### src/rtl/flit_inbuf_pkg.sv
package flit_inbuf_pkg;

    typedef enum logic [1:0] {
        K_BODY = 2'd0,
        K_HEAD = 2'd1,
        K_TAIL = 2'd2,
        K_SOLO = 2'd3
    } flit_kind_e;

    typedef enum logic [1:0] {
        SW_SAF  = 2'd0,
        SW_VCT  = 2'd1,
        SW_WH   = 2'd2,
        SW_RSVD = 2'd3
    } sw_mode_e;

    // A flit that starts a packet
    function automatic logic kind_opens(input logic [1:0] k);
        return (k == K_HEAD) || (k == K_SOLO);
    endfunction

    // A flit that ends a packet
    function automatic logic kind_closes(input logic [1:0] k);
        return (k == K_TAIL) || (k == K_SOLO);
    endfunction

    // Packet-granular admission applies in these modes
    function automatic logic mode_whole_pkt(input sw_mode_e m);
        return (m == SW_SAF) || (m == SW_VCT);
    endfunction

endpackage

### src/rtl/ibuf_store.sv
module ibuf_store
    import flit_inbuf_pkg::*;
#(
    parameter int DATA_W = 8,
    parameter int DEPTH  = 4,
    localparam int CNT_W = $clog2(DEPTH + 1),
    localparam int PTR_W = (DEPTH > 1) ? $clog2(DEPTH) : 1
) (
    input  logic              clk,
    input  logic              rst_n,
    input  logic              wr_en,
    input  logic [1:0]        wr_kind,
    input  logic [DATA_W-1:0] wr_data,
    input  logic              rd_en,
    output logic [1:0]        rd_kind,
    output logic [DATA_W-1:0] rd_data,
    output logic              empty,
    output logic              full,
    output logic [CNT_W-1:0]  free,
    output logic [CNT_W-1:0]  ends_held
);

    logic [DATA_W-1:0] slot_data [DEPTH];
    logic [1:0]        slot_kind [DEPTH];
    logic [PTR_W-1:0]  wr_ptr;
    logic [PTR_W-1:0]  rd_ptr;
    logic [CNT_W-1:0]  fill;
    logic              wr_ends;
    logic              rd_ends;

    function automatic logic [PTR_W-1:0] ptr_next(input logic [PTR_W-1:0] p);
        return (p == PTR_W'(DEPTH - 1)) ? '0 : p + 1'b1;
    endfunction

    assign empty   = (fill == '0);
    assign full    = (fill == CNT_W'(DEPTH));
    assign free    = CNT_W'(DEPTH) - fill;
    assign rd_kind = slot_kind[rd_ptr];
    assign rd_data = slot_data[rd_ptr];
    assign wr_ends = wr_en && kind_closes(wr_kind);
    assign rd_ends = rd_en && kind_closes(rd_kind);

    // One write port per slot
    for (genvar s = 0; s < DEPTH; s++) begin : g_slot
        always_ff @(posedge clk) begin
            if (wr_en && (wr_ptr == PTR_W'(s))) begin
                slot_data[s] <= wr_data;
                slot_kind[s] <= wr_kind;
            end
        end
    end

    always_ff @(posedge clk) begin
        if (!rst_n) begin
            wr_ptr    <= '0;
            rd_ptr    <= '0;
            fill      <= '0;
            ends_held <= '0;
        end else begin
            if (wr_en) wr_ptr <= ptr_next(wr_ptr);
            if (rd_en) rd_ptr <= ptr_next(rd_ptr);
            unique case ({wr_en, rd_en})
                2'b10:   fill <= fill + 1'b1;
                2'b01:   fill <= fill - 1'b1;
                default: fill <= fill;
            endcase
            unique case ({wr_ends, rd_ends})
                2'b10:   ends_held <= ends_held + 1'b1;
                2'b01:   ends_held <= ends_held - 1'b1;
                default: ends_held <= ends_held;
            endcase
        end
    end

    AST_NO_OVERFLOW: assert property (@(posedge clk) disable iff (!rst_n)
        wr_en |-> !full);
    AST_NO_UNDERFLOW: assert property (@(posedge clk) disable iff (!rst_n)
        rd_en |-> !empty);
    AST_ENDS_WITHIN_FILL: assert property (@(posedge clk) disable iff (!rst_n)
        ends_held <= fill);

endmodule

### src/rtl/ibuf_credit.sv
module ibuf_credit #(
    parameter int CRD_INIT = 4,
    localparam int CRD_W   = $clog2(CRD_INIT + 1)
) (
    input  logic             clk,
    input  logic             rst_n,
    input  logic             take,
    input  logic             give,
    output logic [CRD_W-1:0] count
);

    always_ff @(posedge clk) begin
        if (!rst_n) begin
            count <= CRD_W'(CRD_INIT);
        end else begin
            unique case ({take, give})
                2'b10:   count <= count - 1'b1;
                2'b01:   count <= count + 1'b1;
                default: count <= count;
            endcase
        end
    end

    AST_CRD_NO_UNDERFLOW: assert property (@(posedge clk) disable iff (!rst_n)
        take |-> (count != '0));
    AST_CRD_CEILING: assert property (@(posedge clk) disable iff (!rst_n)
        (give && !take) |-> (count < CRD_W'(CRD_INIT)));

endmodule

### src/rtl/ibuf_admit.sv
module ibuf_admit
    import flit_inbuf_pkg::*;
#(
    parameter int DEPTH   = 4,
    parameter int MAX_PKT = 4,
    localparam int CNT_W  = $clog2(DEPTH + 1),
    localparam int LEN_W  = $clog2(MAX_PKT + 1)
) (
    input  logic             clk,
    input  logic             rst_n,
    input  sw_mode_e         mode,
    input  logic             in_valid,
    input  logic [1:0]       in_kind,
    input  logic [LEN_W-1:0] in_len,
    input  logic [CNT_W-1:0] free,
    input  logic             full,
    output logic             stall,
    output logic             accept
);

    typedef enum logic {
        ADM_IDLE = 1'b0,
        ADM_PKT  = 1'b1
    } adm_state_e;

    adm_state_e state_q;
    adm_state_e state_d;
    logic       short_room;

    // State register
    always_ff @(posedge clk) begin
        if (!rst_n) state_q <= ADM_IDLE;
        else        state_q <= state_d;
    end

    // Next state
    always_comb begin
        state_d = state_q;
        unique case (state_q)
            ADM_IDLE: if (accept && kind_opens(in_kind) && !kind_closes(in_kind))
                          state_d = ADM_PKT;
            ADM_PKT:  if (accept && kind_closes(in_kind))
                          state_d = ADM_IDLE;
            default:  state_d = ADM_IDLE;
        endcase
    end

    // Outputs
    always_comb begin
        short_room = mode_whole_pkt(mode) && (state_q == ADM_IDLE)
                     && kind_opens(in_kind) && (int'(free) < int'(in_len));
        stall  = full || (in_valid && short_room);
        accept = in_valid && !stall;
    end

    AST_ADMIT_ROOM: assert property (@(posedge clk) disable iff (!rst_n)
        (accept && mode_whole_pkt(mode) && (state_q == ADM_IDLE) && kind_opens(in_kind))
        |-> (int'(free) >= int'(in_len)));
    AST_FULL_STALLS: assert property (@(posedge clk) disable iff (!rst_n)
        full |-> !accept);

endmodule

### src/rtl/ibuf_sched.sv
module ibuf_sched
    import flit_inbuf_pkg::*;
#(
    parameter int DEPTH    = 4,
    parameter int CRD_INIT = 4,
    parameter int MAX_PKT  = 4,
    localparam int CNT_W   = $clog2(DEPTH + 1),
    localparam int CRD_W   = $clog2(CRD_INIT + 1),
    localparam int LEN_W   = $clog2(MAX_PKT + 1)
) (
    input  logic             clk,
    input  logic             rst_n,
    input  sw_mode_e         mode,
    input  logic             empty,
    input  logic [1:0]       head_kind,
    input  logic [LEN_W-1:0] head_len,
    input  logic [CNT_W-1:0] ends_held,
    input  logic [CRD_W-1:0] credits,
    output logic             send
);

    typedef enum logic {
        SCH_IDLE = 1'b0,
        SCH_FWD  = 1'b1
    } sch_state_e;

    sch_state_e state_q;
    sch_state_e state_d;
    logic       have_crd;
    logic       crd_covers;

    // State register
    always_ff @(posedge clk) begin
        if (!rst_n) state_q <= SCH_IDLE;
        else        state_q <= state_d;
    end

    // Next state
    always_comb begin
        state_d = state_q;
        unique case (state_q)
            SCH_IDLE: if (send && (head_kind == K_HEAD)) state_d = SCH_FWD;
            SCH_FWD:  if (send && kind_closes(head_kind)) state_d = SCH_IDLE;
            default:  state_d = SCH_IDLE;
        endcase
    end

    // Outputs: departure rule per discipline
    always_comb begin
        have_crd   = (credits != '0);
        crd_covers = have_crd && (int'(credits) >= int'(head_len));
        send       = 1'b0;
        unique case (state_q)
            SCH_IDLE: begin
                if (!empty) begin
                    unique case (mode)
                        SW_SAF:  send = crd_covers && (ends_held != '0);
                        SW_VCT:  send = crd_covers;
                        default: send = have_crd;
                    endcase
                end
            end
            SCH_FWD:  send = !empty && have_crd;
            default:  send = 1'b0;
        endcase
    end

    AST_FWD_NO_HEAD: assert property (@(posedge clk) disable iff (!rst_n)
        ((state_q == SCH_FWD) && send) |-> !kind_opens(head_kind));
    AST_IDLE_SEES_HEAD: assert property (@(posedge clk) disable iff (!rst_n)
        ((state_q == SCH_IDLE) && send) |-> kind_opens(head_kind));
    AST_SAF_WHOLE: assert property (@(posedge clk) disable iff (!rst_n)
        ((mode == SW_SAF) && send) |-> (ends_held != '0));
    AST_VCT_ROOM: assert property (@(posedge clk) disable iff (!rst_n)
        ((mode == SW_VCT) && (state_q == SCH_IDLE) && send)
        |-> (int'(credits) >= int'(head_len)));

endmodule

### src/rtl/flit_inbuf.sv
module flit_inbuf
    import flit_inbuf_pkg::*;
#(
    parameter int DATA_W   = 8,
    parameter int DEPTH    = 4,
    parameter int CRD_INIT = 4,
    parameter int MAX_PKT  = 4
) (
    input  logic              clk,
    input  logic              rst_n,
    input  logic [1:0]        mode_i,
    input  logic              in_valid_i,
    input  logic [1:0]        in_kind_i,
    input  logic [DATA_W-1:0] in_data_i,
    output logic              in_stall_o,
    output logic              out_valid_o,
    output logic [1:0]        out_kind_o,
    output logic [DATA_W-1:0] out_data_o,
    input  logic              crd_ret_i
);

    localparam int CNT_W = $clog2(DEPTH + 1);
    localparam int CRD_W = $clog2(CRD_INIT + 1);
    localparam int LEN_W = $clog2(MAX_PKT + 1);

    sw_mode_e          mode;
    logic              accept;
    logic              send;
    logic              empty;
    logic              full;
    logic [CNT_W-1:0]  free;
    logic [CNT_W-1:0]  ends_held;
    logic [CRD_W-1:0]  credits;
    logic [1:0]        head_kind;
    logic [DATA_W-1:0] head_data;

    assign mode = sw_mode_e'(mode_i);

    ibuf_admit #(.DEPTH(DEPTH), .MAX_PKT(MAX_PKT)) u_admit (
        .clk      (clk),
        .rst_n    (rst_n),
        .mode     (mode),
        .in_valid (in_valid_i),
        .in_kind  (in_kind_i),
        .in_len   (in_data_i[LEN_W-1:0]),
        .free     (free),
        .full     (full),
        .stall    (in_stall_o),
        .accept   (accept)
    );

    ibuf_store #(.DATA_W(DATA_W), .DEPTH(DEPTH)) u_store (
        .clk       (clk),
        .rst_n     (rst_n),
        .wr_en     (accept),
        .wr_kind   (in_kind_i),
        .wr_data   (in_data_i),
        .rd_en     (send),
        .rd_kind   (head_kind),
        .rd_data   (head_data),
        .empty     (empty),
        .full      (full),
        .free      (free),
        .ends_held (ends_held)
    );

    ibuf_credit #(.CRD_INIT(CRD_INIT)) u_credit (
        .clk   (clk),
        .rst_n (rst_n),
        .take  (send),
        .give  (crd_ret_i),
        .count (credits)
    );

    ibuf_sched #(.DEPTH(DEPTH), .CRD_INIT(CRD_INIT), .MAX_PKT(MAX_PKT)) u_sched (
        .clk       (clk),
        .rst_n     (rst_n),
        .mode      (mode),
        .empty     (empty),
        .head_kind (head_kind),
        .head_len  (head_data[LEN_W-1:0]),
        .ends_held (ends_held),
        .credits   (credits),
        .send      (send)
    );

    assign out_valid_o = send;
    assign out_kind_o  = head_kind;
    assign out_data_o  = head_data;

    AST_MODE_ONLY_EMPTY: assert property (@(posedge clk) disable iff (!rst_n)
        !$stable(mode_i) |-> $past(empty));
    AST_NO_SEND_DRY: assert property (@(posedge clk) disable iff (!rst_n)
        (credits == '0) |-> !out_valid_o);

endmodule

### config.mk
export PLATFORM = sky130hd
export DESIGN_NAME = flit_inbuf
export DESIGN_NICKNAME = d
export VERILOG_FILES = /design/src/rtl/flit_inbuf_pkg.sv /design/src/rtl/ibuf_store.sv /design/src/rtl/ibuf_credit.sv /design/src/rtl/ibuf_admit.sv /design/src/rtl/ibuf_sched.sv /design/src/rtl/flit_inbuf.sv
export SDC_FILE = /design/constraint.sdc
export NUM_CORES = 1
export LEC_CHECK = 0
export BUFFER_PORTS_ARGS = -buffer_cell sky130_fd_sc_hd__buf_2
export CAP_MARGIN = 20
export CORE_ASPECT_RATIO = 1.25
export CORE_MARGIN = 10
export CORE_UTILIZATION = 40
export CTS_CLUSTER_SIZE = 10
export DETAILED_ROUTE_END_ITERATION = 6
export HOLD_SLACK_MARGIN = 0.12
export PLACE_DENSITY = 0.69
export SYNTH_ARGS = -nofsm -noshare
export SYNTH_HDL_FRONTEND = slang
export SYNTH_HIERARCHICAL = 1
export SYNTH_SLANG_ARGS = --single-unit
### constraint.sdc
create_clock -name clk -period 10 [get_ports clk]
set_clock_uncertainty 0.1 [all_clocks]
set_input_delay 1 -clock clk [delete_from_list [all_inputs] [get_ports clk]]
set_output_delay 1 -clock clk [all_outputs]
set_load 0.01 [all_outputs]
# Word level (Yosys, flattened, before mapping)
# Memories as Yosys holds them, arrays and structs flattened. A register that Yosys moved wholly into a read port is not among the register bits.
# Index checks and enable logic that the tools add are counted.
[word_totals] wordCells=123 ram_bits=40 reg_bits=15 memories=2
[memory_table] memory="u_store.slot_data" words=4 word_bits=8 read_ports=1 rd_ports_with_merged_regs=1 wr=1 line_no="ibuf_store.sv:23" rtl="logic [DATA_W-1:0] slot_data [DEPTH];"
[memory_table] memory="u_store.slot_kind" words=4 word_bits=2 read_ports=1 rd_ports_with_merged_regs=1 wr=1 line_no="ibuf_store.sv:24" rtl="logic [1:0] slot_kind [DEPTH];"
[classes] n_lt_le_gt_ge=2 n_eq_ne=18 reduce_logical=39 mux=44 n_addsub=9 n_bitwise=2
[ops] cell="2-bit 2-to-1 mux" n=15
[ops] cell="8-bit 2-to-1 mux" n=3
[ops] cell="8-bit OR reduction" n=3
[ops] cell="2-bit == test, second input constant" n=10
[ops] cell="1-bit 2-to-1 mux" n=19
[ops] cell="3-bit one-hot mux with 2 select lines" n=3
[ops] cell="1-bit logical AND" n=17
[ops] cell="2-bit by 1-bit == test with 1-bit output, second input constant" n=7
[ops] cell="3-bit by 1-bit adder with 3-bit output, second input constant" n=3
[ops] cell="3-bit by 1-bit subtractor with 3-bit output, second input constant" n=3
[ops] cell="1-bit one-hot mux with 2 select lines" n=4
[ops] cell="2-bit nonzero test" n=3
[ops] cell="3-bit nonzero test" n=2
[ops] cell="2-bit OR reduction" n=3
[ops] cell="1-bit logical OR" n=5
[ops] cell="2-bit by 1-bit adder with 2-bit output, second input constant" n=2
[ops] cell="2-bit zero test" n=2
[ops] cell="3-bit == test, second input constant" n=1
[ops] cell="3-bit greater-or-equal comparator" n=1
[ops] cell="1-bit zero test" n=3
[ops] cell="3-bit zero test" n=1
[ops] cell="3-bit < comparator" n=1
[ops] cell="3-bit subtractor, first input constant" n=1
[ops] cell="1-bit inverter" n=2

# Depth between registers and ports, before layout
# Gate-level depths: netlist of the first run.
[depth] depth_word=16 depth_mapped=15 depth_no_buf=15

# Cells and area by module
# The synthesis of the first run kept the hierarchy.
[modules_own_cells] module="ibuf_store" cells_each=122 n_inst=1 area_per_inst_um2=2152.1
[modules_own_cells] module="ibuf_credit" cells_each=15 n_inst=1 area_per_inst_um2=156.4
[modules_own_cells] module="ibuf_sched" cells_each=19 n_inst=1 area_per_inst_um2=147.6
[modules_own_cells] module="ibuf_admit" cells_each=16 n_inst=1 area_per_inst_um2=138.9

# Least setup slack after synthesis of the first run
# No wires, ideal clock.
[synth_timing] path_kind="register to register" startpoint="register (tool-made name)" endpoint="register u_store.ends_held[2]" t_arrival_ns=3.638 setup_slack_ns=6.186 path_buffers=1 setup_time_ns=0.076 path_stages_with_launch=15 period_less_slack_ns=3.814 path_cell_list="dfxtp_1 buf_6 mux4_1 ha_1 nand2b_1 a211o_1 a211oi_2 nor3_1 and2_1 ha_1 inv_1 fa_1 xor2_1 or3_1 a21boi_0"
[synth_lines] element="end signal: assignment" line_no="ibuf_store.sv:68" rtl="2'b10: ends_held <= ends_held + 1'b1;"
[synth_lines] element="end signal: assignment" line_no="ibuf_store.sv:69" rtl="2'b01: ends_held <= ends_held - 1'b1;"
[synth_lines] element="end signal: assignment" line_no="ibuf_store.sv:70" rtl="default: ends_held <= ends_held;"
[synth_lines] element="end: declaration" line_no="ibuf_store.sv:20" rtl="output logic [CNT_W-1:0] ends_held"

==> run_results.csv, run 1 <==
group,metric,value,unit
place,preCtsSetupSlack,5910,ps
power,power_frac_clock,23.7,%
critical_path,end_kind,"output port",
critical_path,critPathLaunchType,"register",
critical_path,required,8900,ps
min_path,worstHoldStart,"u_store/ends_held[2]",
drt,vias,1436,
drt,route.detailed.drc,0,
timing,max_freq,241,MHz
critical_path,cp_slowest_stage_delay,670,ps
timing,period_share,41.5,%
critical_path,path_cells,"mux4_1, ha_1, nand2b_1, a211o_1, a211oi_2, nor3_1, buf_2",
clocking,cts_root_buf,"clkbuf_8",
finish,area_growth,15.5,%
die,core.rowCount,32,
critical_path,cp.arrival,3050,ps
power,cellPowerDensity,278,nW/um^2
timing,worst_pin_slew,816,ps
power,comb_power_share,36.3,%
drt,drt_iter0_drc,87,
logic_synthesis,synth_compound_area_share,4.58,%
clocking,ctsHtreeMaxLevel,3,
logic_synthesis,syn-num-nets,207,
timing,slew_headroom,45.5,%
timing,min_period,4150,ps
drt,dr.pass1.iters,4,
clocking,cts_buffer_depth,2,
clocking,cts_resized,0,
place,place_congestion,0.714,
logic_synthesis,ys_warn_count,6,
finish,drive_gt1_share,22.3,%
critical_path,slowest_stage,"dfxtp_1",
finish,final_cell_mix,"40 x edfxtp_1, 27 x buf_2, 19 x inv_1",
drt,routed_wirelength,4.41,mm
logic_synthesis,syn_inst,172,
die,die_w,92.0,um
logic_synthesis,synth_top_family_by_area,"multiplexers",
logic_synthesis,ys_seq_area_share,59.4,%
global_route,grt_max_degree,17,
logic_synthesis,synth_adder_area_share,10.0,%
drt,vias_per_cell,4.85,
power,swShare,32.9,%
power,internal_power,559,uW
timing,drv_slew,0,
die,die_h,110,um
clocking,numCtsBuffers,9,
timing,rsz0062_at_grt,"false",
logic_synthesis,ys_seq_elements,57,
logic_synthesis,synth-edff-count,40,
global_route,antenna_found_initial,0,
power,seq_power_share,40.0,%
power,ir_drop,87.3,uV
logic_synthesis,synth_mux_area_share,11.5,%
logic_synthesis,dominantRegCellSynth,"edfxtp_1",
logic_synthesis,yosys.area_share.simple,8.78,%
global_route,grt_pass1_vias,1507,
global_route,grt_usage,9.55,%
clocking,post_cts_buffers,0,
finish,nFillCells,572,
timing,setup_ws,5850,ps
die,core,6250,sq um
power,power.switching,274,uW
logic_synthesis,synth-async-reset-ratio,0,%
finish,layout.nets,242,
power,p_leak,0.00113,uW
place,port_buffers,27,
drt,drtAntennaViolNets,0,
clocking,clock-sinks,57,
logic_synthesis,syn_avg_cell_area,15.1,sq um
global_route,grt_pass1_wl,7.36,mm
critical_path,critPathKind,"reg -> out",
min_path,hold_class,"reg -> reg",
logic_synthesis,yosys.area_share.xor_xnor,2.03,%
finish,diodes,0,
status,status,"complete, no violations",
place,dp_hpwl,3.29,mm
die,io_pins,28,
logic_synthesis,ys_types,34,
timing,setup_viol,0,
logic_synthesis,synth_area,2590,sq um
die,start_util,41.5,%
job,max-cap-violations,0,
clocking,cts-hold-fix-buffers,0,
timing,finalHoldViolations,0,
clocking,clock_latency,330,ps
critical_path,crit_path_max_fanout,10,
finish,layout_commonest_cell,"edfxtp_1",
timing,setup-tns-final,0,ps
clocking,cts_tree,"done",
drt,post_drt_wl_per_cell,14.9,um
global_route,grt_overflow,0,
clocking,path_clk_slew,60,ps
die,die-area,10100,sq um
[worst paths after layout]
check	end	slack [ps]	depth (start not counted)
setup reg to reg	u_store/ends_held[2]	5940	13
setup / recovery	out_valid_o	5850	7
hold reg to reg	u_store/ends_held[2]	390	2
hold / removal	u_store/ends_held[2]	390	2
[power groups by stage]
stage | combinational (uW) | clock, uW | sequential, uW
4_1_cts | 310 | 204 | 334
2_1_floorplan | 248 | 0 | 320
3_3_place_gp | 305 | 0 | 337
6_report | 303 | 198 | 333
3_5_place_dp | 308 | 0 | 339
5_1_grt | 346 | 214 | 340
[Yosys cell counts (3+ instances only)]
cell,instances,area [sq um]
mux4_1,9,236
inv_1,19,71.3
edfxtp_1,40,1200
or3_1,3,18.8
ha_1,16,200
xor2_1,3,26.3
nor2_1,4,15.0
mux2i_1,4,40.0
nand2_1,4,15.0
dfxtp_1,17,340
o21ai_0,6,30.0
xnor2_1,3,26.3
nor3b_1,3,22.5
and2_1,10,62.6
nor2b_1,5,31.3
fa_1,3,60.1
[state kept, by name (all words and copies together), names as in the netlist, named ones only]
signal and cells:
u_store/slot_data 32, u_store/slot_kind 8, u_credit/count 3, u_store/ends_held 3, u_store/fill 3, u_store/rd_ptr 2, u_store/wr_ptr 2, u_admit/state_q 1
u_sched/state_q 1
[layer usage]
metal	part of all wire [%]	up-vias	track usage, %
li1	-	704	-
met5	0	-	0
met4	2.6	0	6.62
met1	40	706	9.27
met3	2.9	7	2.84
met2	55	19	17.2
[critical path, delay by kind of cell (launching register included)]
kind	cells	cell delay, ps
DFF	1	670
adders and majority gates	1	280
and+or+nand+nor	2	640
AOI/OAI and AO/OA	2	210
buffers and inverters	1	260
muxes	1	650
[cells by family after synthesis]
| group | after synthesis |
|---|---|
| simple gates | 38 |
| mux | 14 |
| compound gates | 16 |
| xor+xnor | 6 |
| buf+inv | 22 |
| fa+ha+maj | 19 |
| flops | 57 |
[final cells by class]
class | instances | area (sq um) | share of cell area, %
Multi-Input combinational cell | 93 | 958 | 32.0
Tap cell | 85 | 106 | 3.55
Inverter | 19 | 71.3 | 2.38
Timing Repair Buffer | 27 | 135 | 4.51
Sequential cell | 57 | 1540 | 51.4
Clock buffer | 9 | 124 | 4.13
Clock inverter | 6 | 60.1 | 2.00
[per-stage QoR]
step	utilization, %	hold WS [ps]	total power (uW)	instance area, sq um	cells
floorplan	-	364	567	2590	172
global placement	45.0	381	642	2810	281
detailed placement	45.0	388	647	2810	281
CTS	48.0	398	849	3000	296
global route	48.0	435	899	3000	296
finish	48.0	390	833	3000	296
No activity file was read; power rests on OpenSTA's default activity.
==> inputs of run 2 (changes only) <==
ABC_AREA = 1   (was default)
clock period = 3.95 ns   (was 10 ns; I/O delays follow)
==> run_results.csv, run 2 <==
group,metric,value,unit
timing,setup_viol,0,
clocking,cts_resized,0,
die,core.rowCount,33,
critical_path,cp.depth,20,
timing,min_period,3400,ps
logic_synthesis,yosys.area_share.xor_xnor,0,%
finish,reg_top3,"u_store/slot_data (32), u_store/slot_kind (8)",
logic_synthesis,synth.area.top_cells,"edfxtp_1 44%, dfxtp_1 13%, ha_1 7.4%",
drt,routed_wirelength,5.56,mm
logic_synthesis,syn_avg_cell_area,10.1,sq um
finish,layout.nets,335,
timing,period_share,86.2,%
place,place_congestion,0.774,
finish,layout_commonest_cell,"inv_1",
clocking,post_cts_buffers,0,
die,core,6570,sq um
min_path,hold_class,"in -> reg",
logic_synthesis,synth-async-reset-ratio,0,%
timing,max_freq,294,MHz
power,p_leak,0.00137,uW
power,p_total,2280,uW
critical_path,critPathLaunchType,"register",
clocking,numCtsBuffers,9,
timing,rsz0062_at_grt,"false",
min_path,worstHoldStart,"in_data_i[7]",
finish,nFillCells,592,
timing,worst_pin_slew,509,ps
drt,wl_met2,2.72,mm
finish,multi_input_area,936,sq um
finish,fin_util,47.9,%
place,port_buffers,27,
critical_path,cp.arrival,3580,ps
timing,slew_headroom,66.0,%
drt,top_layer,"met4",
timing,finalHoldViolations,0,
critical_path,critPathBufInv,5,
logic_synthesis,syn_inst,267,
clocking,clock-sinks,57,
logic_synthesis,ys_warn_count,6,
logic_synthesis,netlist.top_cell.by_area,"edfxtp_1",
finish,regArea,1540,sq um
logic_synthesis,synth_top_family_by_area,"simple AND/OR/NAND/NOR gates",
finish,largest_register,"u_store/slot_data",
logic_synthesis,ys_seq_elements,57,
drt,drtAntennaViolNets,0,
critical_path,crit_top_cell,"nand2_1",
logic_synthesis,synth_common_cells,"46 x inv_1, 40 x edfxtp_1, 31 x nand2_1, 30 x nor2_1, 22 x o21ai_1",
power,ir_drop,309,uV
critical_path,crit_path_max_fanout,11,
global_route,grt_max_degree,21,
critical_path,end_kind,"register",
timing,setup-tns-final,0,ps
logic_synthesis,yosysMostFrequentCell,"inv_1",
critical_path,path_delay_family,"adder cells",
global_route,grt_pass1_vias,1995,
critical_path,reg2regPathDepth,20,
clocking,cts_tree,"done",
drt,vias,1871,
global_route,grt_overflow,0,
clocking,cts_buffer_depth,2,
die,die-area,10500,sq um
logic_synthesis,synth-edff-count,40,
global_route,grt_usage,11.4,%
die,io_pins,28,
logic_synthesis,synth_area,2710,sq um
status,status,"complete, no violations",
clocking,cts_root_buf,"clkbuf_8",
job,max-cap-violations,0,
critical_path,slowest_stage,"dfxtp_1",
min_path,hold_path_depth,1,
logic_synthesis,synth_compound_area_share,9.56,%
die,start_util,41.3,%
finish,diodes,0,
logic_synthesis,ys_seq_area_share,56.9,%
die,die_h,112,um
place,dp_hpwl,3.98,mm
timing,drv_slew,0,
logic_synthesis,dominantRegCellSynth,"edfxtp_1",
clocking,path_clk_slew,70,ps
finish,largest_register_ffs,32,
clocking,cts-hold-fix-buffers,0,
finish,final_cell_mix,"46 x inv_1, 40 x edfxtp_1, 31 x nand2_1",
global_route,grt_pass1_wl,9.34,mm
critical_path,critPathKind,"reg -> reg",
logic_synthesis,synth_top_area_share,44.3,%
drt,met1Wirelength,2.44,mm
critical_path,required,4130,ps
drt,drt_iter0_drc,60,
critical_path,cp_slowest_stage_delay,640,ps
drt,met3_length,266,um
clocking,clock_latency,340,ps
logic_synthesis,ys_types,26,
drt,route.detailed.drc,0,
drt,vias_per_cell,4.77,
drt,post_drt_wl_per_cell,14.2,um
finish,drive_gt1_share,21.3,%
critical_path,path_cells,"inv_2, o21ai_1, o22ai_1, ha_1, inv_1, nand2_1, nand2_1, nand2_1, nand2_2, a21boi_1, inv_2, nor2_2, ha_1, inv_1, fa_1, nand2_1, nand3_1, nand2_1, inv_1, nor2_1",
die,die_w,93.6,um
logic_synthesis,synth_adder_area_share,9.61,%
power,cellPowerDensity,724,nW/um^2
logic_synthesis,syn-num-nets,302,
finish,area_growth,16.0,%
logic_synthesis,yosys.area_share.simple,15.4,%
drt,dr.pass1.iters,4,
global_route,antenna_found_initial,0,
clocking,ctsHtreeMaxLevel,3,
logic_synthesis,synth_mux_area_share,0,%
run 2: cell types whose count changed in the layout (fill, tap and decap cells not counted), sizes merged, moves of 4 or more:
cell,delta
and2,-10
mux4,-10
inv,+33
mux2i,-4
a21oi,+8
nor2,+30
nor2b,-5
nand2,+32
o22ai,+9
o21ai,+21
nand3,+8
nand4,+5
run 2: final timing paths:
check	end	slack [ps]
setup / recovery	u_store/ends_held[2]	550
hold / removal	u_store/slot_data[3][7]	170
setup reg to reg	u_store/ends_held[2]	550
hold reg to reg	u_store/fill[0]	380
run 2: worst reg2reg max path, stage by stage, from the launching register on:
cell      delay (ps)
dfxtp_1          640
inv_2            220
o21ai_1          130
o22ai_1          110
ha_1             300
inv_1             40
nand2_1           50
nand2_1           50
nand2_1           70
nand2_2           60
a21boi_1         320
inv_2            110
nor2_2           130
ha_1             170
inv_1             70
fa_1             390
nand2_1          120
nand3_1           90
nand2_1           70
inv_1             40
nor2_1            80
run 2: area by class of cell:
class	count	share of cell area [%]
flip-flops and latches	57	49.0
multi-input cells	154	29.8
inverters	50	5.97
repair buffers	28	4.54
clock buffers	9	3.94
well taps	87	3.46
clock inverters	7	3.26
run 2: report_power, final:
part           switching, uW  total (uW)  internal, uW
registers               71.4         821           750
logic                    530         835           304
clock network            259         620           361
total                    861        2280          1420
run 2: kinds of logic (layout without fill, tap and decap cells):
| logic type | count (synthesis) | after routing |
|---|---|---|
| simple gates | 88 | 88 |
| flops | 57 | 57 |
| buf+inv | 56 | 94 |
| compound gates | 47 | 47 |
| fa+ha+maj | 19 | 19 |
run 2: per-layer routing:
metal  up-vias  GRT usage (%)
met5         -              0
met4         0           5.38
met3        11           4.64
met2        38           19.5
met1       867           11.7
li1        955              -
run 2: stage by stage:
stage / cells / hold WS [ps] / area, sq um / setup slack [ps]
floorplan: 267 / 347 / 2710 / 868
global placement: 376 / 374 / 2920 / 783
detailed placement: 376 / 370 / 2920 / 597
CTS: 392 / 162 / 3140 / 576
global route: 392 / 164 / 3140 / 262
finish: 392 / 172 / 3140 / 547
==> inputs of run 3 (changes only) <==
clock period = 3.45 ns   (was 3.95 ns; I/O delays follow)
==> run_results.csv, run 3 (synthesized netlist as in run 2, its figures left out) <==
group,metric,value,unit
critical_path,critPathLaunchType,"register",
finish,area_growth,17.7,%
critical_path,reg2regPathDepth,19,
finish,nFillCells,610,
drt,dr.pass1.iters,4,
clocking,clock-sinks,57,
global_route,grt_pass1_vias,1957,
drt,drtAntennaViolNets,0,
die,core,6570,sq um
die,io_pins,28,
timing,min_period,3110,ps
drt,route.detailed.drc,0,
timing,slew_headroom,68.0,%
status,status,"complete, no violations",
power,power.switching,961,uW
timing,rsz0062_at_grt,"false",
clocking,ctsHtreeMaxLevel,3,
finish,largest_register,"u_store/slot_data",
power,ir_drop,342,uV
power,power_frac_clock,28.0,%
global_route,antenna_found_initial,0,
global_route,grt_pass1_wl,9.23,mm
critical_path,critPathKind,"reg -> reg",
finish,reg_top3,"u_store/slot_data (32), u_store/slot_kind (8)",
finish,multi_input_area,940,sq um
clocking,path_clk_slew,70,ps
critical_path,cp.arrival,3250,ps
die,die_h,112,um
power,internal_power,1690,uW
timing,worst_pin_slew,480,ps
drt,routed_wirelength,5.66,mm
critical_path,r2r-end,"u_store/fill[2]",
finish,layout_commonest_cell,"inv_1",
clocking,post_cts_buffers,0,
critical_path,ff2ff_setup_slack,340,ps
timing,max_freq,321,MHz
finish,largest_register_ffs,32,
clocking,numCtsBuffers,9,
place,dp_hpwl,4.05,mm
job,max-cap-violations,0,
global_route,grt_overflow,0,
critical_path,critPathLaunch,"u_store/fill[0]",
clocking,cts_buffer_depth,2,
min_path,worstHoldStart,"in_data_i[6]",
drt,post_drt_wl_per_cell,14.3,um
critical_path,crit_end,"u_store/fill[2]",
timing,drv_slew,0,
drt,vias_per_cell,4.87,
global_route,grt_max_degree,15,
clocking,cts_root_buf,"clkbuf_8",
die,start_util,41.3,%
min_path,hold_class,"in -> reg",
die,core.rowCount,33,
timing,finalHoldViolations,0,
place,preCtsSetupSlack,187,ps
place,port_buffers,27,
power,comb_power_share,36.3,%
clocking,clock_latency,330,ps
place,place_congestion,0.783,
critical_path,end_kind,"register",
finish,layout.nets,338,
power,p_leak,0.00139,uW
power,seq_power_share,35.6,%
die,die_w,93.6,um
timing,setup_viol,0,
finish,diodes,0,
drt,vias,1922,
clocking,cts_tree,"done",
timing,setup-tns-final,0,ps
critical_path,crit_path_max_fanout,6,
power,swShare,36.2,%
timing,setup_ws,339,ps
finish,regArea,1540,sq um
timing,period_share,90.2,%
global_route,grt_usage,11.3,%
power,cellPowerDensity,833,nW/um^2
critical_path,required,3590,ps
drt,drt_iter0_drc,99,
finish,final_cell_mix,"46 x inv_1, 40 x edfxtp_1, 31 x nand2_1",
die,die-area,10500,sq um
finish,drive_gt1_share,21.4,%
critical_path,worstReg2RegStart,"u_store/fill[0]",
-- run 3: changes by cell type in the layout (fill, tap and decap cells not counted), sizes merged --
cell	before	now
buf	28	29
bufinv	2	3
inv	52	50
clkbuf	9	10
dlygate4sd3	0	2
-- run 3: worst max-delay path, stage by stage, from the launching register on --
cell     delay (ps)
dfxtp_1         380
inv_1            90
ha_1            220
ha_1            280
inv_1            40
ha_1            300
a21oi_1         190
nand3_2         120
nand3_1          80
inv_1           100
inv_2           130
ha_1            210
inv_1            80
fa_1            380
inv_1            70
nand2_1          60
nand3_1          70
nand2_1          50
inv_1            40
nor2_1           30
-- run 3: area by class of cell --
class                      instances  share of cell area, %
multi-input combinational        154                   29.5
inverter                          50                   6.04
sequential                        57                   48.4
clock inverter                     6                   3.34
clock buffer                      10                   4.00
timing repair buffer              31                   5.34
tap                               87                   3.41
-- run 3: power by group through the flow --
stage	clock, uW	combinational, uW	sequential, uW
4_1_cts	753	968	943
5_1_grt	783	1120	961
6_report	745	965	947
3_3_place_gp	0	934	953
2_1_floorplan	0	728	924
3_5_place_dp	0	956	956
-- run 3: how the worst min path moves through the flow --
stage                              end  depth (start not counted)
2_1_floorplan        u_credit/count[2]                          1
3_3_place_gp           u_store/fill[0]                          1
3_5_place_dp           u_store/fill[0]                          1
4_1_cts        u_store/slot_data[3][6]                          1
5_1_grt        u_store/slot_data[3][6]                          1
6_report       u_store/slot_data[3][6]                          1
-- run 3: routing by layer --
metal | global-route usage (%) | up-vias | share of wire (%)
met1 | 12.1 | 909 | 43
met2 | 19.0 | 43 | 50
li1 | - | 959 | -
met5 | 0 | - | 0
met3 | 4.57 | 11 | 5.3
met4 | 4.87 | 0 | 1.8
-- run 3: timing repair --
action                                  in CTS  in global routing
hold endpoints to repair                     8                  0
hold buffers                                 2                  0
endpoints found under the setup margin       0                  4
gates resized for setup                      0                  4
-- run 3: metrics by stage --
step | cells | util (%) | instance area [sq um] | hold WS, ps | total power, uW
floorplan | 267 | - | 2710 | 330 | 1650
global placement | 377 | 44.5 | 2920 | 368 | 1890
detailed placement | 377 | 44.5 | 2920 | 386 | 1910
CTS | 395 | 48.4 | 3180 | 120 | 2660
global route | 395 | 48.6 | 3190 | 122 | 2870
finish | 395 | 48.6 | 3190 | 133 | 2660
